**src/rtl/alert_qual_pkg.sv**
```systemverilog
package alert_qual_pkg;
  typedef enum logic [1:0] {
    PH_IDLE      = 2'd0,
    PH_ARMING    = 2'd1,
    PH_HELD      = 2'd2,
    PH_RELEASING = 2'd3
  } guard_phase_e;
endpackage

```
**src/rtl/aq_guard_timer.sv**
```systemverilog
module aq_guard_timer
  import alert_qual_pkg::*;
#(
  parameter int GUARD_W = 8
) (
  input  logic               clk,
  input  logic               rst,
  input  logic               enable,
  input  logic               tick,
  input  logic               raw,
  input  logic [GUARD_W-1:0] present_len,
  input  logic [GUARD_W-1:0] absent_len,
  output logic               held,
  output logic [GUARD_W-1:0] run_cnt,
  output logic               qualify_ev,
  output logic               release_ev,
  output guard_phase_e       phase
);
  logic               opposing;
  logic [GUARD_W-1:0] limit;
  logic [GUARD_W:0]   cnt_inc;
  logic               expire;

  // A tick counts only while raw disagrees with the held state
  assign opposing   = held ? ~raw : raw;
  assign limit      = held ? absent_len : present_len;
  assign cnt_inc    = {1'b0, run_cnt} + 1'b1;
  assign expire     = enable && opposing && tick && (cnt_inc >= {1'b0, limit});
  assign qualify_ev = expire && !held;
  assign release_ev = expire && held;

  always_ff @(posedge clk) begin
    if (rst || !enable) begin
      held    <= 1'b0;
      run_cnt <= '0;
    end else begin
      if (expire) held <= ~held;
      if (!opposing || expire) run_cnt <= '0;
      else if (tick)           run_cnt <= cnt_inc[GUARD_W-1:0];
    end
  end

  always_comb begin
    if (held) phase = (run_cnt != '0) ? PH_RELEASING : PH_HELD;
    else      phase = (run_cnt != '0) ? PH_ARMING    : PH_IDLE;
  end
endmodule

```
**src/rtl/aq_pulse_judge.sv**
```systemverilog
module aq_pulse_judge #(
  parameter int GUARD_W = 8,
  parameter int DUR_W   = 10
) (
  input  logic               clk,
  input  logic               rst,
  input  logic               enable,
  input  logic               tick,
  input  logic               raw,
  input  logic               held,
  input  logic [GUARD_W-1:0] run_cnt,
  input  logic               qualify_ev,
  input  logic               release_ev,
  input  logic [GUARD_W-1:0] present_len,
  input  logic [GUARD_W-1:0] absent_len,
  input  logic [GUARD_W-1:0] max_drop,
  input  logic [DUR_W-1:0]   min_len,
  input  logic [DUR_W-1:0]   max_len,
  output logic               valid_stb,
  output logic               invalid_stb
);
  logic [DUR_W-1:0] dur;
  logic [DUR_W-1:0] dur_inc;
  logic [DUR_W-1:0] tail;
  logic [DUR_W-1:0] pulse_len;
  logic             bad;
  logic             gap_over;
  logic             in_range;

  assign dur_inc   = (dur == '1) ? dur : dur + 1'b1;
  assign tail      = DUR_W'(absent_len);
  // Release tick included in dur_inc; drop the terminal absence
  assign pulse_len = (dur_inc > tail) ? dur_inc - tail : '0;
  assign in_range  = (pulse_len >= min_len) && (pulse_len <= max_len);
  // Inner dropout ends when raw returns while still held
  assign gap_over  = held && raw && (run_cnt > max_drop);

  always_ff @(posedge clk) begin
    if (rst || !enable) begin
      dur         <= '0;
      bad         <= 1'b0;
      valid_stb   <= 1'b0;
      invalid_stb <= 1'b0;
    end else begin
      valid_stb   <= release_ev && !bad && in_range;
      invalid_stb <= release_ev && (bad || !in_range);
      if (qualify_ev) begin
        dur <= DUR_W'(present_len);
        bad <= 1'b0;
      end else begin
        if (held && tick) dur <= dur_inc;
        if (gap_over)     bad <= 1'b1;
      end
    end
  end
endmodule

```
**src/rtl/alert_qualifier.sv**
```systemverilog
module alert_qualifier
  import alert_qual_pkg::*;
#(
  parameter int GUARD_W = 8,
  parameter int DUR_W   = 10
) (
  input  logic               clk,
  input  logic               rst,
  input  logic               tick_ms,
  input  logic               raw_det,
  input  logic               enable,
  input  logic [GUARD_W-1:0] present_guard,
  input  logic [GUARD_W-1:0] absent_guard,
  input  logic [GUARD_W-1:0] max_dropout,
  input  logic [DUR_W-1:0]   min_len,
  input  logic [DUR_W-1:0]   max_len,
  output logic               steer_n,
  output logic [1:0]         guard_phase,
  output logic               valid_stb,
  output logic               invalid_stb
);
  logic               held;
  logic [GUARD_W-1:0] run_cnt;
  logic               qualify_ev;
  logic               release_ev;
  guard_phase_e       phase;

  aq_guard_timer #(.GUARD_W(GUARD_W)) u_timer (
    .clk(clk), .rst(rst), .enable(enable), .tick(tick_ms), .raw(raw_det),
    .present_len(present_guard), .absent_len(absent_guard),
    .held(held), .run_cnt(run_cnt), .qualify_ev(qualify_ev),
    .release_ev(release_ev), .phase(phase)
  );

  aq_pulse_judge #(.GUARD_W(GUARD_W), .DUR_W(DUR_W)) u_judge (
    .clk(clk), .rst(rst), .enable(enable), .tick(tick_ms), .raw(raw_det),
    .held(held), .run_cnt(run_cnt), .qualify_ev(qualify_ev),
    .release_ev(release_ev), .present_len(present_guard),
    .absent_len(absent_guard), .max_drop(max_dropout),
    .min_len(min_len), .max_len(max_len),
    .valid_stb(valid_stb), .invalid_stb(invalid_stb)
  );

  assign steer_n     = ~held;
  assign guard_phase = phase;
endmodule

```
**config.mk**
```make
export PLATFORM = sky130hd
export DESIGN_NAME = alert_qualifier
export DESIGN_NICKNAME = d
export VERILOG_FILES = /design/src/rtl/alert_qual_pkg.sv /design/src/rtl/aq_guard_timer.sv /design/src/rtl/aq_pulse_judge.sv /design/src/rtl/alert_qualifier.sv
export SDC_FILE = /design/constraint.sdc
export NUM_CORES = 1
export LEC_CHECK = 0
export ABC_CLOCK_PERIOD_IN_PS = 4660
export CAP_MARGIN = 5
export CORE_ASPECT_RATIO = 1.1
export CORE_MARGIN = 8
export CORE_UTILIZATION = 48
export DETAILED_ROUTE_END_ITERATION = 7
export PLACE_DENSITY = 0.82
export SYNTH_ARGS = -nofsm -noshare
export SYNTH_HDL_FRONTEND = slang
export SYNTH_HIERARCHICAL = 1
export SYNTH_SLANG_ARGS = --single-unit
```
**constraint.sdc**
```tcl
create_clock -name clk -period 4.66 [get_ports clk]
set_input_delay 0.932 -clock clk [delete_from_list [all_inputs] [get_ports clk]]
set_output_delay 0.932 -clock clk [all_outputs]
set_load 0.05 [all_outputs]
```
; After elaboration in Yosys (flattened, before gate mapping)
; Index checks and enable logic that the tools add are counted.
[word_totals]
elab_cells = 51
input_bits = 49
output_inout_bits = 5
regBits = 22
[classes]
order_cmp = 5
bitwise = 2
n_reduce_logical = 24
n_addsub = 3
muxes = 9
n_eq_ne = 1
[ops]
columns = operator, count
row1 = $mux 8, 3
row2 = $mux 10, 2
row3 = $logic_and 1x1->1, 12
row4 = $add 10x1->10 const B, 1
row5 = $eq 10x10->1 const B, 1
row6 = $ge 10x10->1, 1
row7 = $gt 10x8->1, 1
row8 = $le 10x10->1, 1
row9 = $sub 10x8->10, 1
row10 = $add 8x1->9 const B, 1
row11 = $ge 9x8->1, 1
row12 = $gt 8x8->1, 1
row13 = $reduce_bool 8->1, 1
row14 = $logic_not 1->1, 5
row15 = $reduce_or 2->1, 2
row16 = $logic_or 1x1->1, 3
row17 = $mux 1, 3
row18 = $mux 2, 1
row19 = $not 1->1, 2
row20 = $reduce_bool 2->1, 1

; Logic depth before layout (Yosys ltp)
; Gate-level depths: netlist of run 1.
[logic_depth]
word_depth = 9
ltp_mapped = 22
mapped_depth_nobuf = 21

; By module
; Netlist of run 1, hierarchy kept.
[by_module_without_submodules]
columns = module, cells_per_inst, seq_area_each_um2, area_per_inst_um2, instances
row1 = aq_pulse_judge, 274, 260.2, 1989.4, 1
row2 = aq_guard_timer, 107, 180.2, 873.3, 1
row3 = alert_qualifier, 1, 0.0, 3.8, 1

; Least setup slack after synthesis of run 1
; No wires, ideal clock.
[synth_timing]
path_kind = reg2reg
startpoint = reg u_judge.dur[3]
endpoint = reg u_judge.valid_stb
slack_ns = 0.335
setup_ns = 0.116
arrival_time_ns = 4.210
stages_incl_launch_ff = 22
path_buffers = 2
synth_period_minus_slack_ns = 4.325
required_time_ns = 4.544
path_cell_list = dfxtp_1 buf_4 and3_1 clkbuf_1 nand4_1 nand2b_1 nor2_1 xor2_1 ha_1 a21oi_1 o21ai_0 a21oi_1 nor2b_1 a211oi_2 or2_2 ha_1 nand2b_1 a2111oi_0 o32ai_1 nor3_1 a211oi_1 and3_1
[synth_via]
elab_chain_cells = 7
elab_cells_between_ends = 10
cone_classes = 2 x add/sub / 3 x order compare / 1 x eq/ne / 2 x mux / 2 x reduce/logical
[synth_rtl]
columns = element, line
row1 = "start, declared", aq_pulse_judge.sv:22  ; logic [DUR_W-1:0] dur;
row2 = "start signal, assigned", aq_pulse_judge.sv:48  ; dur <= DUR_W'(present_len);
row3 = "start signal, assigned", aq_pulse_judge.sv:51  ; if (held && tick) dur <= dur_inc;
row4 = $add 10x1->10 / $eq 10x10->1 (equally long branches), aq_pulse_judge.sv:30  ; assign dur_inc = (dur == '1) ? dur : dur + 1'b1;
row5 = $mux 10 (*), aq_pulse_judge.sv:30
row6 = $sub 10x8->10 / $gt 10x8->1 (equally long branches), aq_pulse_judge.sv:33  ; assign pulse_len = (dur_inc > tail) ? dur_inc - tail : '0;
row7 = $mux 10 (*), aq_pulse_judge.sv:33
row8 = $ge 10x10->1 / $le 10x10->1 (equally long branches), aq_pulse_judge.sv:34  ; assign in_range = (pulse_len >= min_len) && (pulse_len <= max_len);
row9 = $logic_and 1x1->1 (*), aq_pulse_judge.sv:34
row10 = $logic_and 1x1->1 (*), aq_pulse_judge.sv:45  ; valid_stb <= release_ev && !bad && in_range;
row11 = "end signal, assigned", aq_pulse_judge.sv:45
row12 = "end, declared", aq_pulse_judge.sv:19  ; output logic valid_stb,
; Every way passes the cells marked *; elsewhere a longest branch is shown, timed or not.
; A chain may end at the register's enable or synchronous reset.

; Final worst setup path of run 1
[layout_timing]
startpoint = reg u_judge.dur[1]
endpoint = reg u_judge.valid_stb
; Same word-level chain as after synthesis.

==> results of run 1 <==
[synthesized netlist by cell type, types with 2 or more instances]
| master | count |
|---|---|
| xor2_1 | 23 |
| a41oi_1 | 2 |
| a211oi_1 | 5 |
| o2111ai_1 | 3 |
| o21ai_0 | 9 |
| and2_1 | 3 |
| mux2i_1 | 12 |
| nand4_1 | 9 |
| nand2_1 | 26 |
| buf_1 | 2 |
| clkbuf_1 | 5 |
| buf_4 | 2 |
| or2_2 | 5 |
| dfxtp_1 | 22 |
| nor2_1 | 48 |
| a31oi_1 | 2 |
| nand2b_1 | 7 |
| inv_1 | 42 |
| o31ai_1 | 2 |
| ha_1 | 45 |
| and3_1 | 6 |
| nand3_1 | 16 |
| nor2b_1 | 8 |
| buf_2 | 3 |
| nor3_1 | 7 |
| a21o_1 | 4 |
| o21a_1 | 5 |
| xnor2_1 | 12 |
| a21oi_1 | 26 |
[stage by stage]
stage | TNS, ps | hold slack, ps | setup slack [ps] | utilization [%]
final | 0 | 458.2 | 270.9 | 63.48
after global routing | 0 | 501.0 | 4.821 | 63.48
after CTS | 0 | 461.7 | 17.24 | 62.48
after detailed placement | -147.3 | 447.7 | -77.43 | 61.31
after global placement | 0 | 441.9 | 117.7 | 61.31
after floorplan | 0 | 422.0 | 334.6 | -
[registers in the layout, indices dropped and copies added, names as in the netlist]
register	count
u_judge/bad	1
u_judge/dur	10
u_judge/invalid_stb	1
u_judge/valid_stb	1
u_timer/held	1
u_timer/run_cnt	8
[layer usage]
metal  part of all wire, %  vias to the layer above  GRT usage, %  routed length, um
met4                   1.6                        0         5.256                125
met3                   4.6                       13         2.369                349
li1                      -                     1435             -                  -
met1                    40                     1287         18.27               3080
met5                     0                        -             0                  0
met2                    53                       68         33.67               4052
[worst max-delay path, delay by kind of cell (launching register included)]
| kind | cells | cell delay [ps] |
|---|---|---|
| xor+xnor | 1 | 130 |
| compound gates | 6 | 1140 |
| flops | 1 | 350 |
| fa+ha+maj | 3 | 860 |
| simple gates | 9 | 1230 |
| buf+inv | 4 | 590 |
[logic make-up (layout without fill, tap and decap cells)]
kind of cell	count (synthesis)	after routing	synth area share (%)
and+or+nand+nor	139	139	23.74
AOI/OAI and AO/OA	72	72	17.64
buffers and inverters	55	117	7.638
adders and majority gates	46	46	20.34
xor gates and xnor gates	35	35	10.69
DFF	22	22	15.36
muxes	13	13	4.583
[final timing paths]
path | endpoint | slack, ps | cells past startpoint
worst max-delay path | u_judge/valid_stb | 270 | 23
worst min-delay path | u_judge/bad | 460 | 2
worst max register to register | u_judge/valid_stb | 270 | 23
worst min register to register | u_judge/bad | 460 | 2
[power groups by stage]
stage | clock network (mW) | registers [mW] | logic [mW]
6_report | 0.143 | 0.190 | 0.122
5_1_grt | 0.155 | 0.190 | 0.135
4_1_cts | 0.144 | 0.190 | 0.120
3_5_place_dp | 0 | 0.195 | 0.119
3_3_place_gp | 0 | 0.195 | 0.115
2_1_floorplan | 0 | 0.194 | 0.0569
[what timing repair did]
| item | 4_1_cts | 5_1_grt |
|---|---|---|
| setup endpoints to repair | 1 | 2 |
| resized for setup | 1 | 7 |
| pin swaps | 0 | 4 |
| buffers inserted | 1 | 3 |
[layout make-up]
type                            instances  area, um^2  share of cell area [%]
Multi-Input combinational cell        305        2247                   61.36
Timing Repair Buffer                   71       665.6                   18.18
Sequential cell                        22       440.4                   12.03
Inverter                               42       157.7                   4.305
Tap cell                               77       96.34                   2.631
Clock buffer                            4       55.05                   1.503
==> impl_results.md, run 1 <==
- Max VDD drop: 0.1361 mV
- Post-synth top area share: 19.64%
- Die Y: 97.05 um
- Clock sinks: 22
- Non-Filler Instances: 521
- Worst path arrival time: 4560 ps
- Htree depth: 1
- Routed len/inst: 14.60 um
- Clk pwr share: 31.4%
- Initial antenna violation count: 0
- Placer Congestion: 0.8455
- Cell taking the most area after synthesis: ha_1
- Hpwl dp: 6.305 mm
- Critical Path, Cell by Cell: ha_1 > and2_1 > nand4_1 > nand2b_1 > buf_4 > buf_4 > buf_4 > xnor2_1 > ha_1 > nand4_1 > or2_2 > nor2b_1 > a211oi_2 > buf_4 > nor2_1 > ha_1 > o21ai_1 > o21ai_2 > o2111ai_1 > o21ba_1 > nor3_1 > a31o_1 > and3_1
- Final WL: 7.607 mm
- Row Count: 29
- #FFs+latches synth: 22
- Vias per inst: 5.380
- RSZ-0062 raised after global routing: no
- Root buf cell: clkbuf_8
- Count of warnings emitted by yosys: 6
- Slew margin rel.: 30.88%
- Design area: 0.003662 mm^2
- Ranking of synthesized cells by area: ha_1, dfxtp_1, xor2_1
- Max Buffers Root-to-Sink: 2
- Worst setup SP type: flop
- Sequential power share: 41.7%
- Crit path capture type: flop
- Peak Freq: 227.8 MHz
- CP max FO: 7
- Class of the worst hold path: reg -> reg
- RR Startpoint: u_judge/dur[1]
- I/O Buffers: 53
- Critical Path Source: u_judge/dur[1]
- 1st-iter DRT viols: 123
- Most common cell after layout, fill and taps aside: clkdlybuf4s50_1
- Gr ovfl total: 0
- Pwr dens: 124.4 mW/mm^2
- Final Setup Violations: 0
- Fill cells: 532
- Fin crit share: 94.19%
- Nets: 540
- Total track usage: 17.49%
- Sw frac: 27.05%
- Number of max-cap violations: 0
- Sw power: 0.1233 mW
- Share of cells above drive strength 1: 9.009%
- Post-Synthesis Cells: 382
- Min Tclk post-route: 4389 ps
- First-pass detailed-route iteration total: 4
- Top FF cell, synth: dfxtp_1
- Core ar.: 0.005769 mm^2
- TritonCTS Buffers: 3
- Total power draw: 0.4557 mW
- Hold-fix buffers at CTS: 0
- Area grow syn2layout: 27.76%
- Pin count of the biggest net entering global routing: 16
- Status: complete, no violations
- Placed inst area: 0.003537 mm^2
- Number of synthesized flops with an enable pin: 0
- Vias in the first global route: 2990
- Seq/Total Area, Yosys: 15.36%
- Slew @ Worst Pin: 1035 ps
- Worst Skew: 2.982 ps
- Post-synth ARST share: 0%
- CTS clk-pin slew, worst paths: 80 ps
- Critical Path RT: 4840 ps
- Remaining antenna violation count: 0
- Initial cell density of the core: 49.69%
- Crit path top cell by count: buf_4
- Die Wd: 89.68 um
- Placed insts: 513
- Slowest CP cell: dfxtp_1
- Total die area: 0.008703 mm^2
- Highest cell delay on the worst timing path: 350 ps
- LEAKAGE: 1.674 nW
- CTS tree: yes
- Count of final max-slew check failures: 0
- Syn_area_per_cell: 7.504 um^2
- Latest clock arrival within the worst-skew pair: 270 ps
- Final Hold Viols: 0
- Synth unique cells: 50
- Post-synth net total: 477
- Hold path start: u_judge/bad
- Commonest non-fill, non-tap cells in the layout: clkdlybuf4s50_1, nor2_1, ha_1
- Internal power: 0.3325 mW
- Total number of vias: 2803
- CP Class: reg -> reg
- Logic pwr share: 26.9%
- Synth Cell Area: 0.002866 mm^2
- Antenna cells: 0
- I/O pin total: 54
- First-pass GRT wire length: 12.62 mm
- # DRC: 0
Note: power is estimated with default switching activity, not from simulation.
==> run 2, diff against run 1 <==
--- a/config.mk
+++ b/config.mk
@@ -12,6 +12,7 @@
 export CORE_UTILIZATION = 48
 export DETAILED_ROUTE_END_ITERATION = 7
 export PLACE_DENSITY = 0.82
+export REMOVE_ABC_BUFFERS = 1
 export SYNTH_ARGS = -nofsm -noshare
 export SYNTH_HDL_FRONTEND = slang
 export SYNTH_HIERARCHICAL = 1
==> run 2 against run 1 <==
Against the previous run:
- fmax rose by 0.38%
- clock power fell by 4%
- sequential power barely moved
- hold slack better by 0.77 ps
- cell count fell by 0.19%
- via count about the same
- global-route usage fell by 0.96 points
- sequential share of layout area increased by 0.15 points
- non-clock buffer count down 1
- largest power group unchanged
==> impl_results.md, run 2 (synthesized netlist as in run 1, its figures left out) <==
- Routed len/inst: 14.49 um (-0.73%)
- Critical Path, Cell by Cell: and3_1 > nand4_1 > buf_4 > xnor2_1 > ha_1 > fa_1 > nand2b_1 > a21oi_1 > a21oi_1 > nor2b_1 > a211oi_2 > or2_2 > ha_1 > nand2b_1 > a2111oi_2 > buf_4 > o32ai_1 > nor3_1 > a211oi_1 > and3_1
- Worst path arrival time: 4540 ps (-20 ps)
- Count of final max-slew check failures: 0 (unchanged)
- Critical Path RT: 4820 ps (-20 ps)
- Die Y: 97.05 um (unchanged)
- I/O pin total: 54 (unchanged)
- Slew margin rel.: 63.21% (+32 points)
- Setup TNS: 0 ps (unchanged)
- Most common cell after layout, fill and taps aside: clkdlybuf4s50_1
- R2R Setup Slk: 290 ps (+20 ps)
- Highest cell delay on the worst timing path: 460 ps (+110 ps)
- # DRC: 0 (unchanged)
- Antenna cells: 0 (unchanged)
- CTS clk-pin slew, worst paths: 80 ps (about the same)
- TritonCTS Buffers: 3 (unchanged)
- Crit path capture type: flop
- Class of the worst hold path: reg -> reg
- Total stage count of the critical path: 20 (-13%)
- Core ar.: 0.005769 mm^2 (unchanged)
- Hold path endpoint: u_judge/bad
- Final Hold Viols: 0 (unchanged)
- Share of cells above drive strength 1: 9.255% (+0.25 points)
- Latest clock arrival within the worst-skew pair: 260 ps (about the same)
- Peak Freq: 228.7 MHz (+0.38%)
- Vias in the first global route: 2844 (-4.9%)
- Sequential power share: 42.4% (+0.7 points)
- Initial cell density of the core: 49.69% (unchanged)
- Crit path max-delay family: simple AND/OR/NAND/NOR gates
- Logic pwr share: 27.1% (+0.2 points)
- Met2 Routed Length: 3.909 mm (-3.5%)
- Gr ovfl total: 0 (unchanged)
- Commonest non-fill, non-tap cells in the layout: clkdlybuf4s50_1, nor2_1, ha_1
- Internal power: 0.3313 mW (-0.35%)
- Slew @ Worst Pin: 551.2 ps (-483.5 ps)
- Placer Congestion: 0.9401 (+11%)
- Clock sinks: 22 (unchanged)
- Pwr dens: 123.3 mW/mm^2 (-0.92%)
- Row Count: 29 (unchanged)
- Hold path start: u_judge/bad
- Hpwl dp: 6.227 mm (-1.2%)
- Sw frac: 26.15% (-0.90 points)
- RR Startpoint: u_judge/dur[8]
- R2R Path End: u_judge/valid_stb
- Total track usage: 16.53% (-0.96 points)
- Max Buffers Root-to-Sink: 2 (unchanged)
- Total power draw: 0.4486 mW (-1.6%)
- Max VDD drop: 0.1165 mV (-14%)
- Sw power: 0.1173 mW (-4.8%)
- Total number of vias: 2804 (+0.036%)
- LEAKAGE: 1.663 nW (-0.61%)
- Clk pwr share: 30.5% (-0.9 points)
- Status: complete, no violations
- I/O Buffers: 53 (unchanged)
- CP max FO: 5 (-2)
- Min Hold Slack: 458.9 ps (+0.7690 ps)
- Fin crit share: 93.83% (-0.36 points)
- Uppermost layer routed: met4
- Final WL: 7.537 mm (-0.92%)
- Slowest CP cell: dfxtp_1
- Total die area: 0.008703 mm^2 (unchanged)
- Reg2Reg Depth: 20 (-13%)
- CP Class: reg -> reg
- Worst setup SP type: flop
- First-pass detailed-route iteration total: 4 (unchanged)
- Fin util: 63.07% (-0.41 points)
- Remaining antenna violation count: 0 (unchanged)
- Routed length on met3: 365 um (+4.6%)
- Wire length on met1: 3.088 mm (+0.26%)
- Buf/Inv on CP: 2 (-2)
- Biggest register: u_judge/dur
- Hold Crit Depth: 2 (unchanged)
- Pin count of the biggest net entering global routing: 14 (-2)
- Non-Filler Instances: 520 (-0.19%)
- Max reg flops: 10 (unchanged)
- Area grow syn2layout: 26.93%
- Die Wd: 89.68 um (unchanged)
- Min Tclk post-route: 4372 ps (-16.69 ps)
- Htree depth: 1 (unchanged)
- Placed insts: 515 (+0.39%)
- 1st-iter DRT viols: 186 (+51%)
- Hold-fix buffers at CTS: 0 (unchanged)
- Vias per inst: 5.392 (+0.23%)
- Root buf cell: clkbuf_8
- Worst Skew: 3.558 ps (+0.5765 ps)
- Final Setup Violations: 0 (unchanged)
- Initial antenna violation count: 0 (unchanged)
- Nets: 539 (-0.19%)
- CTS tree: yes
- Number of max-cap violations: 0 (unchanged)
- Regs by FF count: u_judge/dur (10), u_timer/run_cnt (8)
- First-pass GRT wire length: 11.86 mm (-6.0%)
[run 2: cell type report]
cell class              count  area [um^2]
clock buffers               4        55.05
fillers                   507         2131
well taps                  77        96.34
flip-flops and latches     22        442.9
inverters                  42        157.7
repair buffers             70        658.1
multi-input cells         305         2228
[run 2: worst reg2reg max path, stage by stage (launching register included)]
cell and delay [ps]:
dfxtp_1 460, and3_1 270, nand4_1 180, buf_4 200, xnor2_1 130, ha_1 210, fa_1 400, nand2b_1 160
a21oi_1 170, a21oi_1 110, nor2b_1 140, a211oi_2 60, or2_2 310, ha_1 270, nand2b_1 160, a2111oi_2 360
buf_4 180, o32ai_1 80, nor3_1 150, a211oi_1 110, and3_1 170
[run 2: layer usage]
metal	vias to the layer above	global-route usage, %
met5	-	0
met4	0	6.538
met3	14	2.284
met2	74	31.41
met1	1274	17.00
li1	1442	-
[run 2: how the worst max path moves through the flow]
stage | start | end | slack (ps)
2_1_floorplan | u_judge/dur[0] | u_judge/valid_stb | 410
3_3_place_gp | absent_guard[0] | u_judge/valid_stb | 120
3_5_place_dp | absent_guard[0] | u_judge/valid_stb | 40
4_1_cts | u_judge/dur[0] | u_judge/valid_stb | 120
5_1_grt | u_judge/dur[8] | u_judge/valid_stb | -40
6_report | u_judge/dur[8] | u_judge/valid_stb | 290
[run 2: repair_timing]
action | 4_1_cts | 5_1_grt
setup endpoints to repair | 0 | 2
resized for setup | 0 | 10
buffers inserted | 0 | 1
[run 2: per-stage QoR]
stage                     area (um^2)  worst slack [ps]
after floorplan                  2805             408.2
after global placement           3552             119.0
after detailed placement         3552             36.76
after CTS                        3607             120.7
after global routing             3638            -41.00
final                            3638             287.6
[run 2: power groups by stage]
stage	clock network [mW]	registers, mW	logic (mW)
3_3_place_gp	0	0.195	0.116
2_1_floorplan	0	0.194	0.0556
4_1_cts	0.142	0.190	0.121
3_5_place_dp	0	0.195	0.120
6_report	0.137	0.190	0.122
5_1_grt	0.150	0.190	0.134
